## src/rtl/fbus_crc_pkg.sv

```systemverilog
package fbus_crc_pkg;

   localparam logic [15:0] FBUS_DEF_POLY   = 16'hA001;
   localparam logic [15:0] FBUS_DEF_PRESET = 16'hFFFF;

   typedef enum logic [1:0] {
      ST_IDLE  = 2'd0,
      ST_SHIFT = 2'd1,
      ST_EMIT  = 2'd2
   } fbus_crc_state_e;

endpackage

```

## src/rtl/fbus_crc_step.sv

```systemverilog
module fbus_crc_step #(
   parameter int           W    = 16,
   parameter logic [W-1:0] POLY = 16'hA001
) (
   input  logic [W-1:0] val_i,
   output logic [W-1:0] val_o
);
   logic [W-1:0] shifted;

   assign shifted = {1'b0, val_i[W-1:1]};
   assign val_o   = val_i[0] ? (shifted ^ POLY) : shifted;

endmodule

```

## src/rtl/fbus_crc_datapath.sv

```systemverilog
module fbus_crc_datapath #(
   parameter int           W      = 16,
   parameter int           STEPS  = 1,
   parameter logic [W-1:0] POLY   = 16'hA001,
   parameter logic [W-1:0] PRESET = 16'hFFFF
) (
   input  logic         clk_i,
   input  logic         rst_ni,
   input  logic         load_i,
   input  logic         absorb_i,
   input  logic         step_i,
   input  logic [7:0]   byte_i,
   output logic [W-1:0] crc_o
);
   localparam int PADW = W - 8;

   if (W < 16 || (W % 8) != 0) begin : g_bad_width
      $error("fbus_crc_datapath: W must be a multiple of 8 and at least 16");
   end
   if (STEPS != 1 && STEPS != 2 && STEPS != 4 && STEPS != 8) begin : g_bad_steps
      $error("fbus_crc_datapath: STEPS must be 1, 2, 4 or 8");
   end

   logic [W-1:0] crc_q;
   logic [W-1:0] base;
   logic [W-1:0] stage [STEPS+1];

   assign stage[0] = crc_q;

   for (genvar g = 0; g < STEPS; g++) begin : g_chain
      fbus_crc_step #(.W(W), .POLY(POLY)) i_step (
         .val_i (stage[g]),
         .val_o (stage[g+1])
      );
   end

   assign base = load_i ? PRESET : crc_q;

   always_ff @(posedge clk_i or negedge rst_ni) begin
      if (!rst_ni) begin
         crc_q <= PRESET;
      end else if (absorb_i) begin
         crc_q <= base ^ {{PADW{1'b0}}, byte_i};
      end else if (load_i) begin
         crc_q <= PRESET;
      end else if (step_i) begin
         crc_q <= stage[STEPS];
      end
   end

   assign crc_o = crc_q;

   p_preset_r2: assert property (@(posedge clk_i) disable iff (!rst_ni)
      (load_i && !absorb_i) |=> (crc_q == PRESET));

   p_hold_r4: assert property (@(posedge clk_i) disable iff (!rst_ni)
      (!load_i && !absorb_i && !step_i) |=> $stable(crc_q));

endmodule

```

## src/rtl/fbus_crc_ctrl.sv

```systemverilog
module fbus_crc_ctrl
   import fbus_crc_pkg::*;
#(
   parameter  int STEPS     = 1,
   parameter  int MIN_FRAME = 6,
   parameter  int NBYTES    = 2,
   localparam int EW        = (NBYTES > 1) ? $clog2(NBYTES) : 1
) (
   input  logic          clk_i,
   input  logic          rst_ni,
   input  logic          sof_i,
   input  logic          byte_vld_i,
   input  logic          eof_i,
   input  logic          mode_rx_i,
   input  logic          crc_zero_i,
   output logic          ready_o,
   output logic          load_o,
   output logic          absorb_o,
   output logic          step_o,
   output logic          result_vld_o,
   output logic          frame_ok_o,
   output logic          emit_vld_o,
   output logic [EW-1:0] emit_idx_o
);
   localparam int CYC = 8 / STEPS;
   localparam int CW  = $clog2(CYC + 1);
   localparam int LW  = $clog2(MIN_FRAME + 1);

   if (MIN_FRAME <= NBYTES) begin : g_bad_min
      $error("fbus_crc_ctrl: MIN_FRAME must exceed the check field length");
   end
   if (NBYTES < 2) begin : g_bad_nbytes
      $error("fbus_crc_ctrl: NBYTES must be at least 2");
   end

   fbus_crc_state_e state_q;
   logic [CW-1:0]   left_q;
   logic [LW-1:0]   cnt_q;
   logic [EW-1:0]   idx_q;
   logic            res_q, ok_q, mode_q;
   logic            eof_take, len_rx_ok, len_tx_ok;

   assign ready_o   = (state_q == ST_IDLE);
   assign eof_take  = ready_o && eof_i;
   assign absorb_o  = ready_o && byte_vld_i && !eof_i;
   assign load_o    = ready_o && sof_i && !eof_i;
   assign step_o    = (state_q == ST_SHIFT);
   assign len_rx_ok = (cnt_q >= LW'(MIN_FRAME));
   assign len_tx_ok = (cnt_q >= LW'(MIN_FRAME - NBYTES));

   always_ff @(posedge clk_i or negedge rst_ni) begin
      if (!rst_ni) begin
         state_q <= ST_IDLE;
         left_q  <= '0;
         cnt_q   <= '0;
         idx_q   <= '0;
         res_q   <= 1'b0;
         ok_q    <= 1'b0;
         mode_q  <= 1'b0;
      end else begin
         res_q <= eof_take;
         if (eof_take) begin
            mode_q <= mode_rx_i;
            ok_q   <= mode_rx_i ? (crc_zero_i && len_rx_ok) : len_tx_ok;
         end else begin
            ok_q   <= 1'b0;
         end

         if (load_o) begin
            cnt_q <= absorb_o ? LW'(1) : '0;
         end else if (absorb_o && cnt_q != LW'(MIN_FRAME)) begin
            cnt_q <= cnt_q + LW'(1);
         end

         case (state_q)
            ST_IDLE: begin
               if (absorb_o) begin
                  state_q <= ST_SHIFT;
                  left_q  <= CW'(CYC);
               end else if (eof_take && !mode_rx_i) begin
                  state_q <= ST_EMIT;
                  idx_q   <= '0;
               end
            end
            ST_SHIFT: begin
               left_q <= left_q - CW'(1);
               if (left_q == CW'(1)) state_q <= ST_IDLE;
            end
            ST_EMIT: begin
               if (idx_q == EW'(NBYTES - 1)) state_q <= ST_IDLE;
               else                          idx_q   <= idx_q + EW'(1);
            end
            default: state_q <= ST_IDLE;
         endcase
      end
   end

   assign result_vld_o = res_q;
   assign frame_ok_o   = ok_q;
   assign emit_vld_o   = (state_q == ST_EMIT);
   assign emit_idx_o   = idx_q;

   // Checker state: length of the current run of shift cycles.
   logic [CW-1:0] run_q;
   always_ff @(posedge clk_i or negedge rst_ni) begin
      if (!rst_ni)     run_q <= '0;
      else if (step_o) run_q <= run_q + CW'(1);
      else             run_q <= '0;
   end

   p_accept_busy_r3: assert property (@(posedge clk_i) disable iff (!rst_ni)
      absorb_o |=> !ready_o);

   p_busy_span_r3: assert property (@(posedge clk_i) disable iff (!rst_ni)
      $fell(step_o) |-> (run_q == CW'(CYC)));

   p_eof_busy_r9: assert property (@(posedge clk_i) disable iff (!rst_ni)
      (!ready_o && eof_i) |=> !result_vld_o);

   p_ok_qual_r9: assert property (@(posedge clk_i) disable iff (!rst_ni)
      frame_ok_o |-> result_vld_o);

   p_short_fail_r8: assert property (@(posedge clk_i) disable iff (!rst_ni)
      (result_vld_o && $past(cnt_q) < LW'(MIN_FRAME - NBYTES)) |-> !frame_ok_o);

   p_rx_zero_r7: assert property (@(posedge clk_i) disable iff (!rst_ni)
      (result_vld_o && frame_ok_o && mode_q) |-> $past(crc_zero_i));

endmodule

```

## src/rtl/fbus_crc16_unit.sv

```systemverilog
module fbus_crc16_unit
   import fbus_crc_pkg::*;
#(
   parameter int           W         = 16,
   parameter int           STEPS     = 1,
   parameter int           MIN_FRAME = 6,
   parameter logic [W-1:0] POLY      = FBUS_DEF_POLY,
   parameter logic [W-1:0] PRESET    = FBUS_DEF_PRESET
) (
   input  logic         clk_i,
   input  logic         rst_ni,
   input  logic         mode_rx_i,
   input  logic         sof_i,
   input  logic         byte_vld_i,
   input  logic [7:0]   byte_i,
   input  logic         eof_i,
   output logic         ready_o,
   output logic [W-1:0] crc_o,
   output logic         result_vld_o,
   output logic         frame_ok_o,
   output logic         chk_vld_o,
   output logic [7:0]   chk_byte_o
);
   localparam int NBYTES = W / 8;
   localparam int EW     = (NBYTES > 1) ? $clog2(NBYTES) : 1;

   logic          load, absorb, step;
   logic [W-1:0]  crc_q;
   logic [EW-1:0] emit_idx;

   fbus_crc_datapath #(
      .W(W), .STEPS(STEPS), .POLY(POLY), .PRESET(PRESET)
   ) i_datapath (
      .clk_i    (clk_i),
      .rst_ni   (rst_ni),
      .load_i   (load),
      .absorb_i (absorb),
      .step_i   (step),
      .byte_i   (byte_i),
      .crc_o    (crc_q)
   );

   fbus_crc_ctrl #(
      .STEPS(STEPS), .MIN_FRAME(MIN_FRAME), .NBYTES(NBYTES)
   ) i_ctrl (
      .clk_i        (clk_i),
      .rst_ni       (rst_ni),
      .sof_i        (sof_i),
      .byte_vld_i   (byte_vld_i),
      .eof_i        (eof_i),
      .mode_rx_i    (mode_rx_i),
      .crc_zero_i   (crc_q == '0),
      .ready_o      (ready_o),
      .load_o       (load),
      .absorb_o     (absorb),
      .step_o       (step),
      .result_vld_o (result_vld_o),
      .frame_ok_o   (frame_ok_o),
      .emit_vld_o   (chk_vld_o),
      .emit_idx_o   (emit_idx)
   );

   assign crc_o      = crc_q;
   assign chk_byte_o = crc_q[8*emit_idx +: 8];

   p_chk_first_r6: assert property (@(posedge clk_i) disable iff (!rst_ni)
      $rose(chk_vld_o) |-> result_vld_o);

   p_chk_busy_r6: assert property (@(posedge clk_i) disable iff (!rst_ni)
      chk_vld_o |-> (!ready_o && $stable(crc_o)));

endmodule

```

## config.mk

```make
export PLATFORM = sky130hd
export DESIGN_NAME = fbus_crc16_unit
export DESIGN_NICKNAME = d
export VERILOG_FILES = /design/src/rtl/fbus_crc_pkg.sv /design/src/rtl/fbus_crc_step.sv /design/src/rtl/fbus_crc_datapath.sv /design/src/rtl/fbus_crc_ctrl.sv /design/src/rtl/fbus_crc16_unit.sv
export SDC_FILE = /design/constraint.sdc
export NUM_CORES = 1
export LEC_CHECK = 0
export BUFFER_PORTS_ARGS = -buffer_cell sky130_fd_sc_hd__buf_2
export CAP_MARGIN = 20
export CELL_PAD_IN_SITES_DETAIL_PLACEMENT = 1
export CELL_PAD_IN_SITES_GLOBAL_PLACEMENT = 2
export CORE_ASPECT_RATIO = 1.25
export CORE_MARGIN = 2
export CORE_UTILIZATION = 35
export DETAILED_ROUTE_END_ITERATION = 10
export PLACE_DENSITY_LB_ADDON = 0.1
export SYNTH_ARGS = -nofsm -noshare
export SYNTH_HDL_FRONTEND = slang
export SYNTH_SLANG_ARGS = --single-unit
```

## constraint.sdc

```tcl
create_clock -name clk_i -period 4.3 [get_ports clk_i]
set_input_delay 0.86 -clock clk_i [delete_from_list [all_inputs] [get_ports clk_i]]
set_output_delay 0.86 -clock clk_i [all_outputs]
set_load 0.01 [all_outputs]
```

After elaboration in Yosys (flattened, before gate mapping). Index checks and enable logic that the tools add are counted.

Bits in registers: 28. Bits in latches: 0. Memories kept: 0. Bits of input ports: 14. RAM bits: 0. Logic and storage cells: 65. Output and inout port bits: 28. ROM bits: 0.

$lt $le $gt $ge: 2. Equality and inequality tests: 10. Shift operators: 1. Reductions and logical operators: 19. $mul: 0. Bitwise gates (word level): 2. $add $sub $neg: 3. Divide/modulo/power cells: 0. Muxes and demuxes: 21.

Operators by type and width (number): $mux W16 (5); $logic_not A16 Y1 (1); $shiftx A16 B5 Y8 (1); $xor A16 B8 Y16 (1); $logic_and A1 B1 Y1 (8); $mux W2 (4); $ne A2 B2 Y1 const B (4); $pmux W4 S2 (1); $ge A3 B3 Y1 const B (2); $mux W1 (6); $mux W3 (2); $ne A3 B3 Y1 const B (2); $pmux W2 S3 (1); $reduce_and A3 Y1 (2); $reduce_bool A2 Y1 (3); $eq A4 B1 Y1 const B (1); $mux W4 (1); $sub A4 B1 Y4 const B (1); $add A3 B1 Y3 const B (1); $not A2 Y3 (1); $reduce_bool A3 Y1 (1); $eq A2 B1 Y1 const B (1); $eq A2 B2 Y1 const B (1); $logic_not A1 Y1 (2); 5 further kinds (5).

Longest topological paths before layout. Gate-level depths: netlist of run 1.

Depth after elaboration: 6. Mapped depth: 5. Gate-level depth less buffers: 5.

Cells and area by module. From an unflattened synthesis of run 1, not the netlist that was laid out.

Cell total of the unflattened synthesis: 187. Area total of the unflattened synthesis: 1903.1 um^2.

Modules (own cells, without submodules): fbus_crc_datapath (cells each 98, area each 1057.3 um^2, times used 1, sequential area each 420.4 um^2); fbus_crc_ctrl (cells each 59, area each 588.1 um^2, times used 1, sequential area each 300.3 um^2); fbus_crc16_unit (cells each 14, area each 135.1 um^2, times used 1, sequential area each 0.0 um^2); fbus_crc_step (cells each 16, area each 122.6 um^2, times used 1, sequential area each 0.0 um^2).

Least setup slack after synthesis of run 1. Ideal clock, no wire load.

Path type: in2reg. Start point: in byte_vld_i. End point: reg i_datapath.crc_q[3] (netlist: i_datapath.crc_o[3]). Stages: 5. Path slack: 2309 ps. Data required time: 4208 ps. Library setup time: 92 ps. Arrival: 1899 ps. Buffers on the path: 2. Path through: buf_2 -> nor4b_4 -> buf_6 -> mux2i_1 -> o22ai_1.

Cells in the longest elaborated chain, start to end: 3. Elaborated cells between the ends (all ways): 4. Classes of those cells: 1 x mux; 3 x reduce/logical.

Ends and longest elaborated chain: from (decl) (RTL line fbus_crc16_unit.sv:14) `input logic byte_vld_i,`; $logic_and A1 B1 Y1 (*) (2 in series) (RTL line fbus_crc_ctrl.sv:45) `assign absorb_o = ready_o && byte_vld_i && !eof_i;`; $reduce_bool A3 Y1 (no source line) / $mux W16 (equally long branches); to (signal assigned) (RTL line fbus_crc_datapath.sv:43) `crc_q <= base ^ {{PADW{1'b0}}, byte_i};`; to (signal assigned) (RTL line fbus_crc_datapath.sv:47) `crc_q <= stage[STEPS];`; to (decl) (RTL line fbus_crc_datapath.sv:24) `logic [W-1:0] crc_q;`.

Mark *: on every way between the ends. The rest lies on a longest branch, timed or not. A chain may end at the register's enable or synchronous reset.

Final worst setup path of run 1.
Start point: reg i_ctrl.state_q[1]. End point: out chk_vld_o.

Cells in the longest elaborated chain, start to end: 1.

Ends and longest elaborated chain: from (decl) (RTL line fbus_crc_ctrl.sv:36) `fbus_crc_state_e state_q;`; from (signal assigned) (RTL line fbus_crc_ctrl.sv:53) `state_q <= ST_IDLE;`; from (signal assigned) (RTL line fbus_crc_ctrl.sv:78) `state_q <= ST_SHIFT;`; from (signal assigned) (RTL line fbus_crc_ctrl.sv:81) `state_q <= ST_EMIT;`; $eq A2 B2 Y1 (RTL line fbus_crc_ctrl.sv:100) `assign emit_vld_o = (state_q == ST_EMIT);`; to (decl) (RTL line fbus_crc16_unit.sv:21) `output logic chk_vld_o,`.

No other way between the ends.

==> reports/results.tsv, run 1 <==
stage	metric	value	unit
global_routing	grt_start_max_net_pins	29	
timing	setup_violations	0	
run_status	status	finished clean	
timing	timing.fmax	0.3872	GHz
clock_tree	clk_latency	0.28	ns
drt	vias	1530	
critical_path	cpPeakStageDelay	1.03	ns
drt	postRouteAntennaNets	0	
drt	wl	5223	µm
power_and_ir_drop	switching_share	0.4446	
timing	slew_headroom	0.2953	
final_layout	area_growth	16.19	%
logic_synthesis	synth_ff_type	dfstp_2	
logic_synthesis	async_reset_ff_frac	1.000	
placement	dp_slack	1.779	ns
critical_path	crit_family	flip-flops	
global_routing	grt_remaining_overflow	0	
critical_path	path_cells	nor2b_1, buf_2	
placement	port_buffers	41	
clock_tree	hold_buffers	0	
drt	via_per_inst	5.667	
clock_tree	cts_buffer_depth	2	
timing	fin_crit_sh	0.6006	
final_layout	ff_latch_area	720.7	µm²
power_and_ir_drop	power_density	789.1	nW/µm²
critical_path	cp_num_buf_inv	1	
floorplan	dieWidth	66.76	µm
critical_path	critPathCaptureType	primary output	
clock_tree	cts_tree	built	
clock_tree	cts.repair.resized	0	
logic_synthesis	syn_nets	195	
logic_synthesis	ys_ff_latch	28	
clock_tree	cts_made_buffers	3	
final_layout	multiInputGateArea	893.4	µm²
timing	finClkSkew	0.003741	ns
logic_synthesis	synth_seq_area_share	0.4183	
logic_synthesis	synth_edf_count	0	
critical_path	crit_path_max_fanout	27	
timing	hold_violations	0	
power_and_ir_drop	leakagePower	0.8301	nW
final_layout	num_antenna_cells	0	
timing	rsz0062_at_grt	false	
timing	maxSlewViolCount	0	
critical_path	crit_arrival	1.72	ns
timing	min_period	2.583	ns
power_and_ir_drop	irDropWorstVdd	0.3104	mV
job	maxCapViolations	0	
final_layout	drive_gt1_frac	0.3381	
critical_path	cp-start-kind	flop	
drt	first_pass_iters	5	
floorplan	ios	42	
placement	routabilityCongestion	0.7192	
critical_path	cp_data_required_time	3.44	ns
logic_synthesis	synth_area_per_cell	9.789	µm²
power_and_ir_drop	switchingPower	0.7023	mW
timing	tns	0	ns
placement	hpwlAfterDp	3747	µm
power_and_ir_drop	power_frac_seq	0.419	
floorplan	die_h	82.44	µm
logic_synthesis	synthCells	176	
global_routing	antenna_found_initial	0	
hold_path	worstHoldPathType	flop to flop	
final_layout	final_cells	270	
power_and_ir_drop	power_frac_clock	0.107	
floorplan	core-area	4730	µm²
drt	drt-initial-drc-count	67	
placement	place_area	1939	µm²
timing	setup_ws	1.717	ns
critical_path	critPathKind	flop to primary output	
clock_tree	postCtsSetupBuffers	0	
clock_tree	clock_sinks	28	
final_layout	num-nets-final	230	
power_and_ir_drop	comb_power_share	0.475	
clock_tree	clk_pin_slew_worst_paths	0.10	ns
clock_tree	cts_root_buf	clkbuf_8	
final_layout	nFillCells	583	
floorplan	start_util	0.3643	
placement	numPlacedInstances	265	
logic_synthesis	yosysWarnings	0	
floorplan	num_rows	28	
final_layout	fin_area	2002	µm²
logic_synthesis	synth_cell_types	40	
global_routing	first_global_vias	1630	
critical_path	cp_slowest_cell	dfrtp_1	
power_and_ir_drop	p_int	0.8774	mW
logic_synthesis	netlist_area	1723	µm²
timing	worstMarginPinSlew	1.053	ns
drt	drcViolationCount	0	
global_routing	grt_use_total	0.2029	
global_routing	grt_pass1_wl	8314	µm
clock_tree	cts_htree_levels	1	
floorplan	fp.dieArea	5503	µm²
drt	drt-wirelength-per-cell	19.34	µm
[worst register-to-register path, stage by stage (launching register included)]
cell and delay [ns]:
dfrtp_1 0.77, nor4b_4 1.07, nor2_1 0.16, o32a_1 0.33
[synth_stat cells (all sizes together) (2+ instances only)]
cell type	n	area, µm²
inv	12	45.04
clkbuf	7	26.28
o211ai	2	15.01
o21ai	9	45.04
nor4b	5	65.06
mux2i	6	60.06
dfstp	16	420.4
o21a	2	15.01
nand2b	4	25.02
nor4	2	12.51
nor3	2	10.01
nand3b	9	67.56
a222oi	2	20.02
o32a	8	80.08
dfrtp	12	300.3
o22ai	6	37.54
and2	6	37.54
ha	5	62.56
a21oi	11	58.81
mux2	4	45.04
nor2b	3	18.77
buf	5	37.53
nand2	8	30.03
nor2	13	48.80
nor3b	7	52.55
[logic make-up after synthesis]
kind of cell | after synthesis | synth area share
fa+ha+maj | 5 | 0.03631
buf+inv | 24 | 0.06318
compound gates | 46 | 0.1859
simple gates | 61 | 0.2251
mux | 10 | 0.06100
xor+xnor | 2 | 0.01017
flops | 28 | 0.4183
[per-layer routing]
layer	GRT usage	wire length, µm
met1	0.2462	2172
met2	0.3770	2779
met3	0.01897	201
met4	0.06122	70
met5	0	0
[flip-flops by register name (all words and copies together) (netlist names)]
name and count:
i_ctrl.left_q 4, i_ctrl.cnt_q 3, i_ctrl.result_vld_o 1, i_ctrl.emit_idx_o 1, i_datapath.crc_o 16, i_ctrl.frame_ok_o 1
i_ctrl.state_q 2
[final timing paths]
kind / start / end / slack, ns / cells after the start
max: i_ctrl.state_q[1]$_DFFE_PN0P_ / chk_vld_o / 1.72 / 2
min: i_ctrl.left_q[3]$_DFFE_PN0P_ / i_ctrl.left_q[3]$_DFFE_PN0P_ / 0.53 / 1
min in group asynchronous: rst_ni / i_ctrl.emit_idx_o$_DFFE_PN0P_ / 0.59 / 1
max in group asynchronous: rst_ni / i_ctrl.result_vld_o$_DFF_PN0_ / 3.29 / 1
max reg2reg: i_ctrl.state_q[1]$_DFFE_PN0P_ / i_datapath.crc_o[13]$_DFFE_PN1P_ / 1.92 / 3
min reg2reg: i_ctrl.left_q[3]$_DFFE_PN0P_ / i_ctrl.left_q[3]$_DFFE_PN0P_ / 0.53 / 1
[through the flow]
| step | utilization | hold slack (ns) | power, mW |
|---|---|---|---|
| 6_report | 0.4233 | 0.5251 | 1.580 |
| 5_1_grt | 0.4233 | 0.5541 | 1.712 |
| 3_3_place_gp | 0.4101 | 0.4836 | 1.389 |
| 2_1_floorplan | - | 0.4576 | 1.117 |
| 4_1_cts | 0.4217 | 0.5418 | 1.600 |
| 3_5_place_dp | 0.4101 | 0.5275 | 1.425 |
[area by class of cell]
type | count | share of cell area
Inverter | 12 | 0.02250
Multi-Input combinational cell | 124 | 0.4463
Timing Repair Buffer | 42 | 0.1063
Tap cell | 60 | 0.03750
Clock buffer | 4 | 0.02750
Sequential cell | 28 | 0.3600
[cell usage in the layout (no fill, tap or decap), drive strengths merged, types with 2 or more instances in the layout]
cell,instances
a21oi,11
a222oi,2
and2,6
buf,42
clkbuf,4
dfrtp,12
dfstp,16
ha,5
inv,12
mux2,4
mux2i,6
nand2,8
nand2b,4
nand3b,9
nor2,13
nor2b,3
nor3,2
nor3b,7
nor4,2
nor4b,5
o211ai,2
o21a,2
o21ai,9
o22ai,6
o32a,8
[power groups by stage]
stage | Combinational [mW] | Clock [mW] | Sequential (mW)
2_1_floorplan | 0.515 | 0 | 0.602
3_3_place_gp | 0.732 | 0 | 0.656
3_5_place_dp | 0.759 | 0 | 0.666
4_1_cts | 0.763 | 0.173 | 0.663
5_1_grt | 0.839 | 0.183 | 0.690
6_report | 0.750 | 0.169 | 0.661
Power figures use the tool's default switching activity.
==> inputs of run 2 (changes only) <==
Settings changed: CORE_UTILIZATION 35 to 29.
Clock period 4.3 ns to 2.3 ns, I/O delays scaled along.
==> reports/results.tsv, run 2 (synthesis gave the netlist of run 1 again) <==
stage	metric	value	unit	change
final_layout	layout.cells.most_common_list	41 x buf_2, 16 x dfstp_2, 13 x nor2_1		
final_layout	largest_reg_flops	16		unchanged
final_layout	num_antenna_cells	0		unchanged
global_routing	grt_pass1_wl	9439	µm	+14%
timing	worstMarginPinSlew	0.6678	ns	-0.3848 ns
final_layout	num-nets-final	235		+2.2%
floorplan	die_h	90.18	µm	+9.4%
clock_tree	cts_htree_levels	1		unchanged
clock_tree	cts.repair.resized	0		unchanged
drt	first_pass_iters	4		-1
drt	wl_met2	2895	µm	+4.2%
clock_tree	postCtsSetupBuffers	0		unchanged
run_status	status	finished clean		
critical_path	critPathCaptureType	primary output		
timing	rsz0062_at_grt	false		
critical_path	rr_endpoint	i_datapath.crc_o[13]$_DFFE_PN1P_		
drt	routed.top_layer	met4		
critical_path	reg2reg_depth	5		+2
placement	dp_slack	0.5135	ns	-1.266 ns
drt	drt-initial-drc-count	108		+61%
power_and_ir_drop	comb_power_share	0.502		+0.027
clock_tree	cts_made_buffers	3		unchanged
global_routing	grt_start_max_net_pins	29		unchanged
power_and_ir_drop	switching_share	0.4510		+0.006391
timing	hold_violations	0		unchanged
drt	drt-met1-wl	2543	µm	+17%
power_and_ir_drop	power_frac_seq	0.402		-0.017
global_routing	antenna_found_initial	0		unchanged
clock_tree	cts_buffer_depth	2		unchanged
floorplan	ios	42		unchanged
placement	hpwlAfterDp	4227	µm	+13%
critical_path	cp-start-kind	flop		
critical_path	r2r-start	i_ctrl.state_q[1]$_DFFE_PN0P_		
floorplan	fp.dieArea	6577	µm²	+20%
final_layout	area_growth	18.23	%	
hold_path	worstHoldPathType	input port to async pin		
power_and_ir_drop	leakagePower	0.8501	nW	+2.4%
critical_path	cp_slowest_cell	dfrtp_1		
placement	routabilityCongestion	0.7416		+3.1%
power_and_ir_drop	irDropWorstVdd	0.6012	mV	+94%
timing	whs	0.2029	ns	-0.3221 ns
drt	postRouteAntennaNets	0		unchanged
timing	maxSlewViolCount	0		unchanged
final_layout	final_common_cell	buf_2		
timing	min_period	1.931	ns	
drt	vias	1524		-0.39%
critical_path	crit_arrival	1.47	ns	-0.25 ns
critical_path	rrSetupSlack	0.49	ns	-1.43 ns
timing	finClkSkew	0.008139	ns	+0.004398 ns
floorplan	dieWidth	72.94	µm	+9.3%
drt	wl	5670	µm	+8.6%
clock_tree	clock_sinks	28		unchanged
timing	setup_ws	0.3688	ns	-1.349 ns
drt	drcViolationCount	0		unchanged
critical_path	critPathKind	flop to primary output		
critical_path	cp_data_required_time	1.84	ns	-1.60 ns
timing	tns	0	ns	unchanged
drt	drt-wirelength-per-cell	20.18	µm	+4.3%
floorplan	core-area	5779	µm²	+22%
global_routing	first_global_vias	1728		+6.0%
timing	fin_crit_sh	0.8396		
final_layout	multiInputGateArea	893.4	µm²	unchanged
placement	port_buffers	41		unchanged
drt	wl_met3	137	µm	-32%
clock_tree	clk_pin_slew_worst_paths	0.10	ns	about the same
timing	timing.fmax	0.5178	GHz	
power_and_ir_drop	switchingPower	1.347	mW	+92%
clock_tree	cts_tree	built		
clock_tree	hold_buffers	0		unchanged
floorplan	num_rows	31		+11%
floorplan	start_util	0.2981		-0.06617
final_layout	ff_latch_area	720.7	µm²	unchanged
timing	slew_headroom	0.5548		+0.2595
power_and_ir_drop	p_int	1.640	mW	+87%
timing	setup_violations	0		unchanged
critical_path	path_cells	mux2_2, buf_2		
clock_tree	clk_latency	0.28	ns	about the same
global_routing	grt_remaining_overflow	0		unchanged
global_routing	grt_use_total	0.1871		-0.01577
final_layout	nFillCells	679		+16%
final_layout	drive_gt1_frac	0.3488		+0.01074
critical_path	cpPeakStageDelay	0.66	ns	-0.37 ns
power_and_ir_drop	power_frac_clock	0.095		-0.012
job	maxCapViolations	0		unchanged
clock_tree	cts_root_buf	clkbuf_8		
critical_path	crit_path_max_fanout	16		-41%
power_and_ir_drop	power_density	1467	nW/µm²	+86%
drt	via_per_inst	5.423		-4.3%
## run 2: cell count changes in the layout (fill, tap and decap cells not counted)
cell	change
clkbuf_8	-1
buf_4	+5
clkbuf_1	+1
## run 2: area by class of cell
cell class / instances / area share
multi-input combinational: 124 / 0.4386
timing repair buffer: 47 / 0.1229
inverter: 12 / 0.02211
tap: 66 / 0.04054
clock buffer: 4 / 0.02211
sequential: 28 / 0.3538
## run 2: worst max path at each step
stage	start	end	slack (ns)
4_1_cts	i_ctrl.emit_idx_o$_DFFE_PN0P_	chk_byte_o[6]	0.35
6_report	i_ctrl.emit_idx_o$_DFFE_PN0P_	chk_byte_o[6]	0.37
3_3_place_gp	i_ctrl.state_q[1]$_DFFE_PN0P_	i_datapath.crc_o[13]$_DFFE_PN1P_	0.54
5_1_grt	i_ctrl.emit_idx_o$_DFFE_PN0P_	chk_byte_o[6]	0.30
3_5_place_dp	i_ctrl.state_q[1]$_DFFE_PN0P_	i_datapath.crc_o[13]$_DFFE_PN1P_	0.51
2_1_floorplan	byte_vld_i	i_datapath.crc_o[3]$_DFFE_PN1P_	0.71
## run 2: per-stage QoR
stage	util	instances	area [µm²]	total power, mW
after floorplan	-	176	1723	2.088
after global placement	0.3447	277	1992	2.667
after detailed placement	0.3447	277	1992	2.733
after CTS	0.3525	281	2037	3.030
after global routing	0.3525	281	2037	3.258
final	0.3525	281	2037	2.988
## run 2: worst max-delay path: cells and delay by family (launching register included)
kind	cells	cell delay (ns)
flip-flops	1	0.66
multiplexers	1	0.39
buffers and inverters	1	0.14
## run 2: per-layer routing
metal,track usage,up-vias
met2,0.3136,30
met1,0.2475,770
li1,-,715
met3,0.02354,9
met5,0,-
met4,0.05556,0
## run 2: power by group through the flow
stage	Clock [mW]	Combinational, mW	Sequential (mW)
final	0.285	1.50	1.20
after global routing	0.318	1.68	1.26
after CTS	0.296	1.52	1.21
after detailed placement	0	1.51	1.22
after global placement	0	1.47	1.20
after floorplan	0	0.963	1.12
